**config.mk**
```make
export PLATFORM = sky130hd
export DESIGN_NAME = rate_clkout
export DESIGN_NICKNAME = d
export VERILOG_FILES = /design/src/rtl/rate_clkout_pkg.sv /design/src/rtl/rate_clkout_sync.sv /design/src/rtl/rate_clkout_div.sv /design/src/rtl/rate_clkout_sel.sv /design/src/rtl/rate_clkout.sv
export SDC_FILE = /design/constraint.sdc
export NUM_CORES = 1
export LEC_CHECK = 0
export ABC_CLOCK_PERIOD_IN_PS = 1300
export CAP_MARGIN = 20
export CORE_UTILIZATION = 49
export DETAILED_ROUTE_END_ITERATION = 7
export PLACE_DENSITY = 0.78
export SYNTH_ARGS = -nofsm -noshare
export SYNTH_HDL_FRONTEND = slang
export SYNTH_SLANG_ARGS = --single-unit
```
**constraint.sdc**
```tcl
create_clock -name clk -period 1.3 [get_ports clk]
set_clock_uncertainty 0.1 [all_clocks]
set_input_delay 0.195 -clock clk [delete_from_list [all_inputs] [get_ports clk]]
set_output_delay 0.195 -clock clk [all_outputs]
set_load 0.005 [all_outputs]
```
**src/rtl/rate_clkout_pkg.sv**
```systemverilog
package rate_clkout_pkg;

  typedef enum logic [1:0] {
    RATE_FULL    = 2'b00,
    RATE_KILO    = 2'b01,
    RATE_SECOND  = 2'b10,
    RATE_FULL_ALT = 2'b11
  } rate_e;

  // Output level chosen for a rate code from the reference level and divider taps.
  function automatic logic pick_level(input rate_e code, input logic ref_lvl,
                                      input logic tap_lo, input logic tap_hi);
    logic lvl;
    unique case (code)
      RATE_KILO:   lvl = tap_lo;
      RATE_SECOND: lvl = tap_hi;
      default:     lvl = ref_lvl;
    endcase
    return lvl;
  endfunction

  // Rising-edge test between a current and previous sample.
  function automatic logic is_rise(input logic now_lvl, input logic prev_lvl);
    return now_lvl & ~prev_lvl;
  endfunction

endpackage

```
**src/rtl/rate_clkout_sync.sv**
```systemverilog
module rate_clkout_sync #(
  parameter int STAGES = 2
) (
  input  logic clk,
  input  logic rst_n,
  input  logic d_async,
  output logic q_sync
);
  logic [STAGES-1:0] chain;

  always_ff @(posedge clk or negedge rst_n) begin
    if (!rst_n) chain <= '0;
    else        chain <= {chain[STAGES-2:0], d_async};
  end

  assign q_sync = chain[STAGES-1];
endmodule

```
**src/rtl/rate_clkout_div.sv**
```systemverilog
module rate_clkout_div #(
  parameter int DIV_W  = 15,
  parameter int LO_TAP = 4,
  parameter int HI_TAP = 14
) (
  input  logic             clk,
  input  logic             rst_n,
  input  logic             ref_lvl,
  output logic             tick,
  output logic             tap_lo,
  output logic             tap_hi,
  output logic [DIV_W-1:0] count
);
  import rate_clkout_pkg::*;

  logic ref_prev;

  always_ff @(posedge clk or negedge rst_n) begin
    if (!rst_n) ref_prev <= 1'b0;
    else        ref_prev <= ref_lvl;
  end

  assign tick = is_rise(ref_lvl, ref_prev);

  always_ff @(posedge clk or negedge rst_n) begin
    if (!rst_n)    count <= '0;
    else if (tick) count <= count + 1'b1;
  end

  assign tap_lo = count[LO_TAP];
  assign tap_hi = count[HI_TAP];


  cnt_step_chk: assert property (@(posedge clk) disable iff (!rst_n)
    tick |=> count == $past(count) + DIV_W'(1));


  cnt_hold_chk: assert property (@(posedge clk) disable iff (!rst_n)
    !tick |=> $stable(count));


  lo_tap_phase_chk: assert property (@(posedge clk) disable iff (!rst_n)
    $rose(tap_lo) |-> count[LO_TAP-1:0] == '0);


  hi_tap_phase_chk: assert property (@(posedge clk) disable iff (!rst_n)
    $rose(tap_hi) |-> count[HI_TAP-1:0] == '0);
endmodule

```
**src/rtl/rate_clkout_sel.sv**
```systemverilog
module rate_clkout_sel (
  input  logic                  clk,
  input  logic                  rst_n,
  input  logic                  tick,
  input  logic [1:0]            sel_in,
  input  logic                  ref_lvl,
  input  logic                  tap_lo,
  input  logic                  tap_hi,
  output rate_clkout_pkg::rate_e code_q,
  output logic                  out_raw
);
  import rate_clkout_pkg::*;

  always_ff @(posedge clk or negedge rst_n) begin
    if (!rst_n)    code_q <= RATE_FULL;
    else if (tick) code_q <= rate_e'(sel_in);
  end

  always_ff @(posedge clk or negedge rst_n) begin
    if (!rst_n) out_raw <= 1'b0;
    else        out_raw <= pick_level(code_q, ref_lvl, tap_lo, tap_hi);
  end


  code_hold_chk: assert property (@(posedge clk) disable iff (!rst_n)
    !tick |=> $stable(code_q));
endmodule

```
**src/rtl/rate_clkout.sv**
```systemverilog
module rate_clkout #(
  parameter int DIV_W  = 15,
  parameter int LO_TAP = 4,
  parameter int HI_TAP = 14,
  parameter int SYNC_N = 2
) (
  input  logic       clk,
  input  logic       rst_n,
  input  logic       osc_in,
  input  logic       en_in,
  input  logic [1:0] rate_sel,
  output logic       clk_val,
  output logic       clk_oe
);
  import rate_clkout_pkg::*;

  logic             ref_lvl;
  logic             en_sync;
  logic             ref_tick;
  logic             tap_lo;
  logic             tap_hi;
  logic [DIV_W-1:0] div_count;
  rate_e            code_q;
  logic             out_raw;

  rate_clkout_sync #(.STAGES(SYNC_N)) u_osc_sync (
    .clk(clk), .rst_n(rst_n), .d_async(osc_in), .q_sync(ref_lvl)
  );

  rate_clkout_sync #(.STAGES(SYNC_N)) u_en_sync (
    .clk(clk), .rst_n(rst_n), .d_async(en_in), .q_sync(en_sync)
  );

  rate_clkout_div #(.DIV_W(DIV_W), .LO_TAP(LO_TAP), .HI_TAP(HI_TAP)) u_div (
    .clk(clk), .rst_n(rst_n), .ref_lvl(ref_lvl), .tick(ref_tick),
    .tap_lo(tap_lo), .tap_hi(tap_hi), .count(div_count)
  );

  rate_clkout_sel u_sel (
    .clk(clk), .rst_n(rst_n), .tick(ref_tick), .sel_in(rate_sel),
    .ref_lvl(ref_lvl), .tap_lo(tap_lo), .tap_hi(tap_hi),
    .code_q(code_q), .out_raw(out_raw)
  );

  assign clk_oe  = en_sync;
  assign clk_val = out_raw & en_sync;

  // cycles since reset release, saturating, arms the enable-follow check
  logic [1:0] since_rst;
  always_ff @(posedge clk or negedge rst_n) begin
    if (!rst_n)                since_rst <= '0;
    else if (since_rst != 2'd3) since_rst <= since_rst + 2'd1;
  end


  oe_follow_chk: assert property (@(posedge clk) disable iff (!rst_n)
    (since_rst >= 2'd2) |-> clk_oe == $past(en_in, 2));
endmodule

```
Word level (Yosys, flattened, before mapping)

Index checks and enable logic that the tools add are counted.

Add/sub/neg operators: 1
Bitwise logic cells: 3
Equal/unequal tests: 2
Muxes and demuxes: 1

Operator list:

| kind                                                 | count |
|---|---|
| adder 15 x 1 -> 15 bit (second input constant)       | 1 |
| bitwise AND 1 bit                                    | 2 |
| equality test 2 x 1 -> 1 bit (second input constant) | 1 |
| equality test 2 bit (second input constant)          | 1 |
| case mux 1 bit (2 select lines)                      | 1 |
| inverter 1 bit                                       | 1 |

Word-level logic and storage cells: 13
Register bits after elaboration: 23

Logic depth before layout (Yosys ltp)

Gate-level depths: netlist (run 1).

Depth after elaboration: 2
Depth in mapped cells: 4

Hierarchy

From an unflattened synthesis (run 1), not the netlist that was laid out.

Cell total of the unflattened synthesis: 81
Area, all modules: 994.7 µm²

Modules (own cells, without submodules):

| module           | cells each | instances | area an instance (µm²) |
|---|---|---|---|
| rate_clkout_div  | 62         | 1         | 747.0 |
| rate_clkout_sel  | 14         | 1         | 141.4 |
| rate_clkout_sync | 2          | 2         | 50.0 |
| rate_clkout      | 1          | 1         | 6.3 |

Worst setup path after synthesis (run 1)

Ideal clock, no wire load.

Path type: register to register
Start point: register u_div.count[0]
End point: register u_div.count[14]
Required time: 1.121 ns
Cell stages (with the launch flop): 5
Setup slack: -0.035 ns
Path buffers: 0
Arrival time: 1.156 ns
Path through: dfrtp_1 -> ha_1 -> nand4b_1 -> nor4_2 -> xor2_1

Word-level cells in the longest chain between the ends: 1

Ends and longest elaborated chain:

| what                   | RTL line              | source |
|---|---|---|
| start, declared        | rate_clkout_div.sv:12 | `output logic [DIV_W-1:0] count` |
| start signal, assigned | rate_clkout_div.sv:27 | `else if (tick) count <= count + 1'b1;` |
| adder 15 x 1 -> 15 bit | rate_clkout_div.sv:27 |  |

No other way between the ends.
A chain may end at the register's enable or synchronous reset.

Worst setup path after layout (run 1)

Start point: register u_div.count[0]
End point: register u_div.count[10]

Same word-level chain as after synthesis.

==> flow_summary.yaml, run 1 <==
clock_network:
  clk_latency_ns: 0.31
  cts_sinks: 23
  clk_pin_slew_ns: 0.12
  cts_tree: "done"
  cts_made_buffers: 3
  cts_max_level: 1
  clockBufferDepth: 2
  cts.root.buffer_cell: "clkbuf_4"
setup_path:
  cp.required_ns: 1.44
  cpPeakStageDelay_ns: 0.44
  worstSetupStartpointType: "register"
  cp_num_buf_inv: 1
  slowest_stage: "dfrtp_2"
  critPathTopFamily: "flip-flops"
  rr_endpoint: "u_div.count[10]$_DFFE_PN0P_"
  path_cells: "ha_4, nand4b_1, buf_6, nor4_4, xor2_1"
  critical_path_class: "register to register"
  ff2ff_path_depth: 5
  cp-end-kind: "register"
  path_max_fanout: 4
  r2r_slack_ns: -0.14
  r2r-start: "u_div.count[0]$_DFFE_PN0P_"
  worstPathArrival_ns: 1.58
global_route:
  grt_overflow: 0
  grt_max_degree: 24
  antenna_found_initial: 0
  grt_pass1_wl_um: 3110
  grt.total_usage: 0.215
  first_global_vias: 695
placement:
  placed_cell_area_um2: 1200
  post-place-ws_ns: -0.159
  dp.cells: 122
  dpl.hpwl_um: 1260
  port_buffers: 7
  gp_congestion: 0.851
floorplan:
  core_um2: 1960
  core.rowCount: 16
  pin_count: 8
  dieArea_um2: 2260
  die_w_um: 47.5
  start_util: 0.518
  die_y_um: 47.5
final_layout:
  design_area_um2: 1450
  drive_gt1_frac: 0.432
  fin_cells: 138
  post-route-util: 0.740
  antenna_cells: 0
  finalNetCount: 121
  synthToLayoutAreaGrowth_pct: 43.0
synthesis:
  ys.flop_type: "dfrtp_1"
  yosys-top-cells-count: "23 x dfrtp_1, 9 x xor2_1, 6 x nor4_2"
  synth-edff-count: 0
  syn_inst: 78
  synthArstFlopShare: 1.00
  postSynthAreaPerCell_um2: 13.0
  yosysTopAreaCell: "dfrtp_1"
  synth_top_family_by_area: "simple AND/OR/NAND/NOR gates"
  muxShareOfSynthArea: 0.0333
  yosysMostFrequentCell: "dfrtp_1"
  ys_seq_area_frac: 0.567
  yosys-top-cells-area: "dfrtp_1 57%, xor2_1 7.8%, nor4_2 7.4%, xnor2_1 4.3%, ha_1 3.7%"
  yosysWarnings: 0
  synth_adder_area_share: 0.0369
  ys_ff_latch: 23
  synth-simple-area-share: 0.207
  synthesis.area_um2: 1020
  synth.top_cell.area_share: 0.567
  ys_types: 20
  synth_compound_gate_area_share: 0.0123
  syn-num-nets: 87
  synth-xor-area-share: 0.121
timing:
  rsz0062_at_grt: "yes"
  hold_viol_final: 0
  clock.fmax_mhz: 695
  min_period_ns: 1.44
  finalSetupViolCount: 8
  worst_hold_slack_ns: 0.122
  worst_slack_ns: -0.139
  fin_crit_sh: 1.11
  tns_ns: -0.782
  finalMaxSlewViolations: 0
  max_slew_margin: 0.808
  worst_pin_slew_ns: 0.287
route:
  dr.pass1.iters: 4
  drc: 0
  wl_per_cell_um: 15.3
  drt.antenna.violating_nets: 0
  first_iter_violations: 8
  vias: 699
  viasPerCell: 5.07
  wl_um: 2120
run_status:
  outcome: "finished with violations"
  violations: "negative setup slack"
pwr:
  finalPower_mw: 1.92
  leakage_nw: 0.749
  ir_drop_v: 0.00120
  power_density_nw_per_um2: 1320
job:
  drv_cap: 0
hold_path:
  min_path_type: "primary input to asynchronous set/reset pin"
-- flip-flops by register name, indices dropped and copies added (netlist names) --
register	flops
u_div.ref_prev	1
u_en_sync.chain	2
u_osc_sync.chain	2
u_sel.code_q	2
u_sel.out_raw	1
u_div.count	15
-- timing repair --
action                     CTS  global route
pin swaps                    9            15
hold buffers                 0             0
hold endpoints to repair     0             0
setup endpoints to repair   15            14
gates resized for setup     11            20
buffers inserted             5             7
-- cell type report --
type                       count  area [um2]
sequential                    23         578
multi-input combinational     49         528
fill                         141         509
timing repair buffer          30         265
tap                           27        33.8
clock buffer                   4        26.3
inverter                       5        21.3
-- per-layer routing --
layer | vias up | share of wire | GRT usage
li1 | 336 | - | -
met1 | 352 | 0.46 | 0.262
met2 | 9 | 0.50 | 0.359
met3 | 2 | 0.024 | 0.0792
met4 | 0 | 0.0066 | 0.0667
met5 | - | 0 | 0
-- kinds of logic after synthesis --
kind of cell | after synthesis
AOI/OAI and AO/OA | 2
buffers and inverters | 6
adders and majority gates | 3
xor gates and xnor gates | 14
muxes | 3
and+or+nand+nor | 27
DFF | 23
-- placed cells by master, fill, tap and decap left out, drive strengths merged, types with 4 or more instances in the layout --
cell type	count
buf	23
clkbuf	5
clkdlybuf4s50	5
dfrtp	23
inv	5
nand2	4
nor4	6
xnor2	5
xor2	9
-- power breakdown --
| part | internal (mW) | switching, mW |
|---|---|---|
| Combinational | 0.365 | 0.262 |
| Sequential | 0.830 | 0.137 |
| Clock | 0.120 | 0.200 |
-- worst max-delay path by stage --
stage               slack [ns]  cells after the start                        from                     endpoint
finish                   -0.14                      5  u_div.count[0]$_DFFE_PN0P_  u_div.count[10]$_DFFE_PN0P_
CTS                      -0.12                      5  u_div.count[1]$_DFFE_PN0P_  u_div.count[10]$_DFFE_PN0P_
floorplan                 0.03                      4  u_div.count[0]$_DFFE_PN0P_   u_div.count[8]$_DFFE_PN0P_
global placement         -0.06                      3    u_div.ref_prev$_DFF_PN0_   u_div.count[9]$_DFFE_PN0P_
global route             -0.19                      4  u_div.count[3]$_DFFE_PN0P_  u_div.count[12]$_DFFE_PN0P_
detailed placement       -0.16                      4  u_div.count[0]$_DFFE_PN0P_  u_div.count[10]$_DFFE_PN0P_
(Power assumes the default switching activity.)
==> inputs of run 2 (changes only) <==
- CTS_CLUSTER_SIZE: default -> 14
==> results of run 2 <==
The final DEF is identical to that of run 1; final timing and power are the same.
